<file path="src/rtl/spi_chk_pkg.sv">
package spi_chk_pkg;

    typedef enum logic [3:0] {
        CL_NONE,
        CL_READ,
        CL_FAST,
        CL_PROG,
        CL_SECT,
        CL_CHIP,
        CL_WEN,
        CL_WDIS,
        CL_STAT
    } cmd_class_e;

    // Classes whose bytes 2..4 carry an address
    function automatic logic has_addr(cmd_class_e c);
        return (c == CL_READ) || (c == CL_FAST) || (c == CL_PROG) || (c == CL_SECT);
    endfunction

    // Classes that close with an address/count report
    function automatic logic carries_data(cmd_class_e c);
        return (c == CL_READ) || (c == CL_FAST) || (c == CL_PROG);
    endfunction

    // Classes that modify the array and need the latch set
    function automatic logic needs_wen(cmd_class_e c);
        return (c == CL_PROG) || (c == CL_SECT) || (c == CL_CHIP);
    endfunction

endpackage

</file>
<file path="src/rtl/spi_chk_cmd_decode.sv">
module spi_chk_cmd_decode
    import spi_chk_pkg::*;
#(
    parameter logic [7:0] OP_READ  = 8'h03,
    parameter logic [7:0] OP_FAST  = 8'h0B,
    parameter logic [7:0] OP_PROG  = 8'h02,
    parameter logic [7:0] OP_SECT  = 8'h20,
    parameter logic [7:0] OP_CHIPA = 8'hC7,
    parameter logic [7:0] OP_CHIPB = 8'h60,
    parameter logic [7:0] OP_WEN   = 8'h06,
    parameter logic [7:0] OP_WDIS  = 8'h04,
    parameter logic [7:0] OP_STAT  = 8'h05
) (
    input  logic [7:0] opcode,
    output cmd_class_e cls
);

    always_comb begin
        if      (opcode == OP_READ)                          cls = CL_READ;
        else if (opcode == OP_FAST)                          cls = CL_FAST;
        else if (opcode == OP_PROG)                          cls = CL_PROG;
        else if (opcode == OP_SECT)                          cls = CL_SECT;
        else if (opcode == OP_CHIPA || opcode == OP_CHIPB)   cls = CL_CHIP;
        else if (opcode == OP_WEN)                           cls = CL_WEN;
        else if (opcode == OP_WDIS)                          cls = CL_WDIS;
        else if (opcode == OP_STAT)                          cls = CL_STAT;
        else                                                 cls = CL_NONE;
    end

endmodule

</file>
<file path="config.mk">
export PLATFORM = sky130hd
export DESIGN_NAME = spi_chk_cmd_decode
export DESIGN_NICKNAME = d
export VERILOG_FILES = /design/src/rtl/spi_chk_pkg.sv /design/src/rtl/spi_chk_cmd_decode.sv
export SDC_FILE = /design/constraint.sdc
export NUM_CORES = 1
export LEC_CHECK = 0
export CAP_MARGIN = 20
export CORE_AREA = 4 4 41 43
export DETAILED_ROUTE_END_ITERATION = 8
export DIE_AREA = 0 0 45 47
export PLACE_DENSITY_LB_ADDON = 0.15
export SLEW_MARGIN = 20
export SYNTH_ARGS = -nofsm -noshare
export SYNTH_HDL_FRONTEND = slang
export SYNTH_SLANG_ARGS = --single-unit
export TNS_END_PERCENT = 10
</file>
<file path="constraint.sdc">
create_clock -name vclk -period 1.08
set_input_delay 0.216 -clock vclk [all_inputs]
set_output_delay 0.216 -clock vclk [all_outputs]
set_load 0.02 [all_outputs]
</file>
* Word level (Yosys, flattened, before mapping) *
Cells that the tools add are included.

operators by class
  reduce and logical (&&, ||, !) cells = 1
  eq/ne operators = 9
  mux-type cells = 8

operator list
  operator                                                               number
  4-bit two-way mux                                                      8
  8-bit by 3-bit equality test with 1-bit output, second input constant  3
  8-bit by 2-bit equality test with 1-bit output, second input constant  2
  8-bit by 4-bit equality test with 1-bit output, second input constant  1
  8-bit by 6-bit equality test with 1-bit output, second input constant  1
  8-bit by 7-bit equality test with 1-bit output, second input constant  1
  8-bit equality test, second input constant                             1
  1-bit logical OR                                                       1

storage, ports and cells
  logic and storage cells = 18
  input bits = 8
  output and inout bits = 4
  flip-flop bits (word level) = 0

* Longest topological paths before layout *
Gate-level depths: netlist of the first run.

  depth in word-level cells = 9
  mapped depth = 3
  gate-level depth less buffers = 3

* Least setup slack after synthesis of the first run *
Ideal clock, no wire load.

  path kind = input to output
  from = input opcode[3]
  to = output cls[2]
  data required time = 864 ps
  slack = -156 ps
  arrival time = 1020 ps
  cell stages on the path = 3
  buffers on the path = 0
  path through = nand2b_4 -> or3_4 -> o21ai_1

between the ends
  cells in the longest elaborated chain, start to end = 8
  elaborated cells on any way between the ends = 16
  those cells by class = eq/ne (8); mux (7); reduce/logical (1)

ends and longest elaborated chain
  item                                            line                      text
  start, declared                                 spi_chk_cmd_decode.sv:14  input logic [7:0] opcode,
  8-bit by 3-bit equality test with 1-bit output  spi_chk_cmd_decode.sv:25  else if (opcode == OP_WDIS) cls = CL_WDIS;
  4-bit two-way mux                               spi_chk_cmd_decode.sv:25
  4-bit two-way mux                               spi_chk_cmd_decode.sv:24  else if (opcode == OP_WEN) cls = CL_WEN;
  4-bit two-way mux                               spi_chk_cmd_decode.sv:23  else if (opcode == OP_CHIPA || opcode == OP_CHIPB) cls = CL_CHIP;
  4-bit two-way mux                               spi_chk_cmd_decode.sv:22  else if (opcode == OP_SECT) cls = CL_SECT;
  4-bit two-way mux                               spi_chk_cmd_decode.sv:21  else if (opcode == OP_PROG) cls = CL_PROG;
  4-bit two-way mux                               spi_chk_cmd_decode.sv:20  else if (opcode == OP_FAST) cls = CL_FAST;
  4-bit two-way mux *                             spi_chk_cmd_decode.sv:19  if (opcode == OP_READ) cls = CL_READ;
  end, declared                                   spi_chk_cmd_decode.sv:15  output cmd_class_e cls

Mark *: on every way between the ends. The rest lies on a longest branch, timed or not.

* Worst setup path in the final report of the first run *
  from = input opcode[3]
  to = output cls[0]

Same word-level chain as after synthesis.

==> key figures, run 1 <==
STA
  • Slew HR: 82.54%
  • Period utilisation layout: 124.3%
  • Fmax: 744.9 MHz
  • Fin worst setup slack: -0.2624 ns
  • Final Max Slew Viols: 0
  • RSZ-0062 raised after global routing: yes
  • Minimum clock period: 1.342 ns
  • Final Hold Fails: 0
  • Setup-failing EPs final: 4
  • Worst-margin pin slew: 0.2599 ns

Floorplanning
  • Site Rows: 13
  • Die area: 2115 µm²
  • Core area: 1301 µm²
  • Ports: 12
  • Die Ht: 47 µm
  • Die span in x: 45 µm
  • Initial core utilization: 11.92%

Critical path
  • CP bufs+invs: 2
  • Worst Setup SP: opcode[3]
  • Worst path slowest cell: or3_4
  • CP Capture Type: output pin
  • Critical path, cell by cell: buf_8 > nand2b_4 > or3_4 > o221ai_4 > buf_6
  • CP max stage delay: 0.40 ns
  • CP arrival: 1.13 ns
  • Family with the most delay on the worst path: simple AND/OR/NAND/NOR gates
  • Crit. path cell count: 5
  • Startpoint Class: primary input
  • Critical Path RT: 0.86 ns
  • Maximum fanout along the worst path: 2
  • Setup CP Type: primary input to output pin
  • Worst Setup EP: cls[0]

Layout
  • Fill cell count: 144
  • Area delta synth->final: 179.0%
  • Fraction of layout cells with a size suffix above 1: 80.49%
  • ANT cells: 0
  • Multi-input gate area: 220.2 µm²
  • Flip-flop and latch area: 0 µm²
  • Seq cells: 0
  • Non-Filler Instances: 56
  • Layout clock buffer count: 0
  • Layout Nets: 51

Synth
  • Seq/Total Area, Yosys: 0%
  • Syn Nets: 29
  • Synth warn: 0
  • Syn avg cell area: 7.388 µm²
  • Syn Inst Count: 21
  • Synth Cell Area: 155.1 µm²
  • Yosys cell types: 14

Global routing
  • Remaining Overflow, GRT: 0
  • First-pass GRT wire length: 1131 µm
  • Gr usage total: 6.845%
  • Vias in the first global route: 283
  • Initial antenna violation count: 0
  • Largest net degree at the start of global routing: 5

Power and ir drop
  • Overall power: 0.1218 mW
  • Peak supply drop: 0.0001043 V
  • Pwr/cell area: 281.4 nW/µm²
  • Leakage Power: 0.1777 nW

Detailed routing
  • Iteration-0 DRC Markers: 0
  • DR DRC count: 0
  • Via Count: 248
  • Post-route ant nets: 0
  • Wire per inst: 11.07 µm
  • Final wirelength: 620 µm
  • Pre-antenna DRT Iters: 1
  • Post-DR vias/cell: 4.429

Placed design
  • DP Cell Count: 53
  • Post-DP HPWL: 541.9 µm
  • Gpl congestion: 0.7001
  • IO buf count: 12
  • Pre-CTS WS: -1.147 ns

Outcome
  • Status: complete, but fails checks
  • Failing checks: negative setup slack

Job
  • Max cap viols: 0

Worst hold path
  • Worst hold-check path type: primary input to output pin
-- report_power, final --
group	switching (mW)	leakage, nW	internal (mW)
Clock	0	0	0
Sequential	0	0	0
Combinational	0.0563	0.178	0.0655
-- how the worst min path moves through the flow --
stage | startpoint | end | slack, ns | cells after the start
floorplan | opcode[1] | cls[3] | 0.47 | 1
global placement | opcode[3] | cls[1] | 1.61 | 4
detailed placement | opcode[3] | cls[1] | 1.61 | 4
CTS | opcode[5] | cls[3] | 0.83 | 4
global route | opcode[5] | cls[3] | 0.83 | 4
finish | opcode[5] | cls[3] | 0.82 | 4
-- stage by stage --
| step | hold slack, ns | util (%) | instance area [µm²] | TNS [ns] |
|---|---|---|---|---|
| 2_1_floorplan | 0.4690 | - | 190.2 | -0.1490 |
| 3_3_place_gp | 1.612 | 28.17 | 366.6 | -4.311 |
| 3_5_place_dp | 1.605 | 28.17 | 366.6 | -4.380 |
| 4_1_cts | 0.8265 | 32.50 | 422.9 | -0.9527 |
| 5_1_grt | 0.8317 | 33.27 | 432.9 | -0.9954 |
| 6_report | 0.8199 | 33.27 | 432.9 | -0.8266 |
-- cells in the mapped netlist (all sizes together) --
cell,number,area (µm²)
nor4,1,12.51
or3,1,11.26
nand4b,1,8.760
o221ai,1,15.01
a21boi,3,22.52
nor4b,1,15.01
o211ai,1,7.510
inv,3,11.26
nand2b,1,13.76
nand4,2,12.51
nor2,4,15.01
o21ai,1,5.000
nand3,1,5.000
-- what timing repair did --
action                     in CTS  in global routing
gates resized for setup        70                  5
hold buffers                    0                  0
buffers inserted                3                  0
pin swaps                       7                  3
cloned                          0                  0
setup endpoints to repair       4                  4
-- routing by layer --
metal / part of all wire (%) / GRT usage, % / wire [µm] / vias to the layer above
met2: 46 / 12.43 / 285 / 12
li1: - / - / - / 122
met3: 9.4 / 1.533 / 58 / 2
met1: 43 / 8.090 / 268 / 112
met4: 1.3 / 1.754 / 8 / 0
met5: 0 / 0 / 0 / -
-- layout by cell type, fill, tap and decap left out, types with 2 or more instances in the layout --
cell type / n
buf_6: 5
buf_4: 8
nand4_1: 2
buf_8: 2
a21boi_2: 2
nor2_4: 2
inv_1: 2
buf_2: 2
-- kinds of logic (layout without fill, tap and decap cells) --
kind of cell,count (synthesis),in the layout,synth area share (%)
compound gates,6,6,32.25
buf+inv,3,23,7.258
simple gates,12,12,60.47
-- area by class of cell --
class	count	share of cell area, %
multi-input combinational	18	50.87
tap	15	4.335
timing repair buffer	20	41.62
inverter	3	3.179
(Power assumes the default switching activity.)
==> inputs of run 2 (changes only) <==
--- a/config.mk
+++ b/config.mk
@@ -10,7 +10,6 @@
 export DETAILED_ROUTE_END_ITERATION = 8
 export DIE_AREA = 0 0 45 47
 export PLACE_DENSITY_LB_ADDON = 0.15
-export SLEW_MARGIN = 20
 export SYNTH_ARGS = -nofsm -noshare
 export SYNTH_HDL_FRONTEND = slang
 export SYNTH_SLANG_ARGS = --single-unit
==> constraint.sdc (replaced) <==
create_clock -name vclk -period 1.37
set_input_delay 0.274 -clock vclk [all_inputs]
set_output_delay 0.274 -clock vclk [all_outputs]
set_load 0.02 [all_outputs]
==> key figures, run 2 (synthesis results as in run 1) <==
Critical path
  • CP max stage delay: 0.33 ns (was 0.40 ns)
  • CP bufs+invs: 2 (unchanged)
  • Critical Path RT: 1.10 ns (was 0.86 ns)
  • Startpoint Class: primary input (unchanged)
  • Setup CP Type: primary input to output pin (unchanged)
  • Crit. path cell count: 4 (was 5)
  • CP arrival: 1.13 ns (about the same)
  • Critical path, cell by cell: buf_8 > nor4_4 > nor4b_4 > buf_4 (was buf_8 > nand2b_4 > or3_4 > o221ai_4 > buf_6)
  • Worst Setup SP: opcode[5] (was opcode[3])
  • Family with the most delay on the worst path: simple AND/OR/NAND/NOR gates (unchanged)
  • Worst path slowest cell: nor4_4 (was or3_4)
  • CP Capture Type: output pin (unchanged)
  • Maximum fanout along the worst path: 3 (was 2)

Global routing
  • Vias in the first global route: 245 (was 283)
  • First-pass GRT wire length: 938 µm (was 1131 µm)
  • Initial antenna violation count: 0 (unchanged)
  • Remaining Overflow, GRT: 0 (unchanged)
  • Largest net degree at the start of global routing: 5 (unchanged)
  • Gr usage total: 5.507% (was 6.845%)

Detailed routing
  • Post-route ant nets: 0 (unchanged)
  • Iteration-0 DRC Markers: 0 (unchanged)
  • Via Count: 246 (was 248)
  • Pre-antenna DRT Iters: 1 (unchanged)
  • DR DRC count: 0 (unchanged)
  • Wire per inst: 10.86 µm (was 11.07 µm)
  • Post-DR vias/cell: 4.316 (was 4.429)
  • Final wirelength: 619 µm (was 620 µm)

Worst hold path
  • Worst Hold Launch: opcode[5] (unchanged)
  • Worst hold-check path type: primary input to output pin (unchanged)
  • Worst hold stages: 4 (unchanged)

Layout
  • Area delta synth->final: 162.9% (was 179.0%)
  • Seq cells: 0 (unchanged)
  • Commonest non-fill, non-tap cell in the layout: buf_4 (unchanged)
  • Core Util, Final: 31.35% (was 33.27%)
  • Layout clock buffer count: 0 (unchanged)
  • Layout Nets: 52 (was 51)
  • Fraction of layout cells with a size suffix above 1: 78.57% (was 80.49%)
  • Most frequent cells in the layout: buf_4, buf_6, inv_1, nor2_4 (was buf_4, buf_6)
  • Post-route cell area: 407.9 µm² (was 432.9 µm²)
  • ANT cells: 0 (unchanged)
  • Flip-flop and latch area: 0 µm² (unchanged)
  • Non-Filler Instances: 57 (was 56)

STA
  • RSZ-0062 raised after global routing: yes (unchanged)
  • Period utilisation layout: 102.5%
  • Worst-margin pin slew: 0.2837 ns (was 0.2599 ns)
  • Fmax: 712.3 MHz
  • Minimum clock period: 1.404 ns
  • Final Hold Fails: 0 (unchanged)
  • Final setup TNS: -0.06826 ns (was -0.8266 ns)
  • Setup-failing EPs final: 3 (was 4)
  • Fin worst setup slack: -0.03389 ns (was -0.2624 ns)
  • Final Max Slew Viols: 0 (unchanged)
  • Slew HR: 80.94% (was 82.54%)

Power and ir drop
  • Pwr/cell area: 230.6 nW/µm² (was 281.4 nW/µm²)
  • Peak supply drop: 0.00006689 V (was 0.0001043 V)
  • Leakage Power: 0.1712 nW (was 0.1777 nW)

Placed design
  • Post-DP HPWL: 491 µm (was 541.9 µm)
  • IO buf count: 12 (unchanged)
  • DP Cell Count: 56 (was 53)
  • Placed instance area: 354.1 µm² (was 366.6 µm²)
  • Gpl congestion: 0.7744 (was 0.7001)

Outcome
  • Failing checks: negative setup slack (unchanged)
  • Status: complete, but fails checks (unchanged)

Floorplanning
  • Initial core utilization: 11.92% (unchanged)
  • Die span in x: 45 µm (unchanged)
  • Die area: 2115 µm² (unchanged)
  • Core area: 1301 µm² (unchanged)
  • Site Rows: 13 (unchanged)
  • Ports: 12 (unchanged)
  • Die Ht: 47 µm (unchanged)

Job
  • Max cap viols: 0 (unchanged)
-- run 2: final timing paths --
check	endpoint	slack (ns)
hold / removal	cls[2]	0.93
setup / recovery	cls[3]	-0.03
-- run 2: final cells by class --
class                      instances  area (µm²)
fill                             146       893.4
multi-input combinational         18       197.7
timing repair buffer              21       180.2
tap                               15       18.77
inverter                           3       11.26
-- run 2: power by group --
group / switching, mW / total [mW] / leakage, nW / internal, mW
Sequential: 0 / 0 / 0 / 0
Clock: 0 / 0 / 0 / 0
Combinational: 0.0424 / 0.0941 / 0.171 / 0.0517
Total: 0.0424 / 0.0941 / 0.171 / 0.0517
-- run 2: what timing repair did --
item | 4_1_cts | 5_1_grt
resized for setup | 60 | 14
pin swaps | 6 | 5
buffers inserted | 1 | 0
setup endpoints to repair | 4 | 4
hold buffers | 0 | 0
-- run 2: stage by stage --
| step | total power [mW] | setup slack [ns] | hold slack, ns |
|---|---|---|---|
| after floorplan | 0.01997 | 0.01821 | 0.6007 |
| after global placement | 0.07616 | -0.8913 | 1.730 |
| after detailed placement | 0.07633 | -0.9003 | 1.731 |
| after CTS | 0.08119 | -0.07321 | 0.9320 |
| after global routing | 0.09993 | -0.1088 | 0.9474 |
| final | 0.09407 | -0.03389 | 0.9260 |
-- run 2: per-layer routing --
layer	vias to the layer above	GRT usage, %	wire length (µm)
li1	124	-	-
met4	0	0	0
met2	3	12.43	373
met1	119	5.618	230
met5	-	0	0
met3	0	0.3831	15
==> inputs of run 3 (changes only) <==
--- a/config.mk
+++ b/config.mk
@@ -6,6 +6,8 @@
 export NUM_CORES = 1
 export LEC_CHECK = 0
 export CAP_MARGIN = 20
+export CELL_PAD_IN_SITES_DETAIL_PLACEMENT = 0
+export CELL_PAD_IN_SITES_GLOBAL_PLACEMENT = 1
 export CORE_AREA = 4 4 41 43
 export DETAILED_ROUTE_END_ITERATION = 8
 export DIE_AREA = 0 0 45 47
==> key figures, run 3 (synthesis results as in run 1) <==
Placed design
  • Post-DP HPWL: 497.1 µm (was 491 µm)
  • Pre-CTS WS: -0.9378 ns (was -0.9003 ns)
  • Gpl congestion: 0.7346 (was 0.7744)
  • IO buf count: 12 (unchanged)

Layout
  • Fill cell count: 146 (unchanged)
  • Commonest non-fill, non-tap cell in the layout: buf_4 (unchanged)
  • Multi-input gate area: 190.2 µm² (was 197.7 µm²)
  • Layout Nets: 50 (was 52)
  • ANT cells: 0 (unchanged)
  • Layout clock buffer count: 0 (unchanged)
  • Most frequent cells in the layout: buf_4, inv_1, buf_6 (was buf_4, buf_6, inv_1, nor2_4)
  • Flip-flop and latch area: 0 µm² (unchanged)
  • Seq cells: 0 (unchanged)
  • Area delta synth->final: 143.5% (was 162.9%)
  • Fraction of layout cells with a size suffix above 1: 75.00% (was 78.57%)

Power and ir drop
  • Leakage Power: 0.1586 nW (was 0.1712 nW)
  • Peak supply drop: 0.00009992 V (was 0.00006689 V)
  • Overall power: 0.08507 mW (was 0.09407 mW)
  • Pwr/cell area: 225.1 nW/µm² (was 230.6 nW/µm²)

STA
  • Final Hold Fails: 0 (unchanged)
  • Fin worst setup slack: -0.06285 ns (was -0.03389 ns)
  • Fmax: 697.9 MHz (was 712.3 MHz)
  • Slew HR: 82.04% (was 80.94%)
  • Worst-margin pin slew: 0.2674 ns (was 0.2837 ns)
  • RSZ-0062 raised after global routing: yes (unchanged)
  • Period utilisation layout: 104.6% (was 102.5%)
  • Minimum clock period: 1.433 ns (was 1.404 ns)
  • Setup-failing EPs final: 3 (unchanged)
  • Hold WS: 0.9277 ns (was 0.9260 ns)
  • Final Max Slew Viols: 0 (unchanged)

Floorplanning
  • Die span in x: 45 µm (unchanged)
  • Die Ht: 47 µm (unchanged)
  • Site Rows: 13 (unchanged)
  • Core area: 1301 µm² (unchanged)
  • Die area: 2115 µm² (unchanged)
  • Initial core utilization: 11.92% (unchanged)
  • Ports: 12 (unchanged)

Outcome
  • Failing checks: negative setup slack (unchanged)
  • Status: complete, but fails checks (unchanged)

Worst hold path
  • Worst hold-check path type: primary input to output pin (unchanged)

Critical path
  • CP arrival: 1.16 ns (was 1.13 ns)
  • CP Capture Type: output pin (unchanged)
  • Critical Path RT: 1.10 ns (about the same)
  • Maximum fanout along the worst path: 2 (was 3)
  • Setup CP Type: primary input to output pin (unchanged)
  • Startpoint Class: primary input (unchanged)

Detailed routing
  • Pre-antenna DRT Iters: 2 (was 1)
  • Iteration-0 DRC Markers: 3 (was 0)
  • Wire per inst: 11.35 µm (was 10.86 µm)
  • DR DRC count: 0 (unchanged)
  • Via Count: 226 (was 246)
  • Post-route ant nets: 0 (unchanged)
  • Final wirelength: 624 µm (was 619 µm)
  • Post-DR vias/cell: 4.109 (was 4.316)

Global routing
  • Gr usage total: 6.137% (was 5.507%)
  • Vias in the first global route: 244 (was 245)
  • Initial antenna violation count: 0 (unchanged)
  • First-pass GRT wire length: 1014 µm (was 938 µm)
  • Largest net degree at the start of global routing: 6 (was 5)
  • Remaining Overflow, GRT: 0 (unchanged)

Job
  • Max cap viols: 0 (unchanged)
==> run 3: cell count changes in the layout (fill, tap and decap cells not counted), sizes merged <==
cell,change
buf,-2
==> run 3: path summary, 6_finish.rpt <==
path,from,to,slack (ns),cells past startpoint
worst min-delay path,opcode[5],cls[2],0.93,4
worst max-delay path,opcode[3],cls[0],-0.06,5
==> run 3: critical path, stage by stage <==
cell      delay, ns
buf_6          0.09
nand2b_4       0.13
or3_4          0.34
o221ai_2       0.16
buf_4          0.17
==> run 3: per-layer routing <==
metal	vias up	track usage, %	share of wire (%)
li1	119	-	-
met4	0	0	0
met2	5	11.58	51
met3	0	0.3831	4.0
met1	102	8.090	45
met5	-	0	0
==> run 3: area by class of cell <==
| class | count | area share (%) |
|---|---|---|
| multi-input cells | 18 | 50.33 |
| repair buffers | 19 | 41.72 |
| well taps | 15 | 4.967 |
| inverters | 3 | 2.980 |
==> run 3: through the flow <==
stage	TNS [ns]	instance area (µm²)	utilization, %	cells
after floorplan	0	155.1	-	21
after global placement	-3.524	339.1	26.06	54
after detailed placement	-3.508	339.1	26.06	54
after CTS	-0.1500	369.1	28.37	55
after global routing	-0.1492	377.9	29.04	55
final	-0.08648	377.9	29.04	55
==> run 3: power by group <==
part,leakage [nW],total [mW],switching (mW),internal [mW]
registers,0,0,0,0
clock network,0,0,0,0
logic,0.159,0.0851,0.0398,0.0453
==> run 3: timing repair <==
item                                    4_1_cts  5_1_grt
pin swaps                                     7        5
endpoints found under the hold margin         0        0
resized for setup                            63        6
hold buffers                                  0        0
endpoints found under the setup margin        4        4
setup buffers                                 1        0
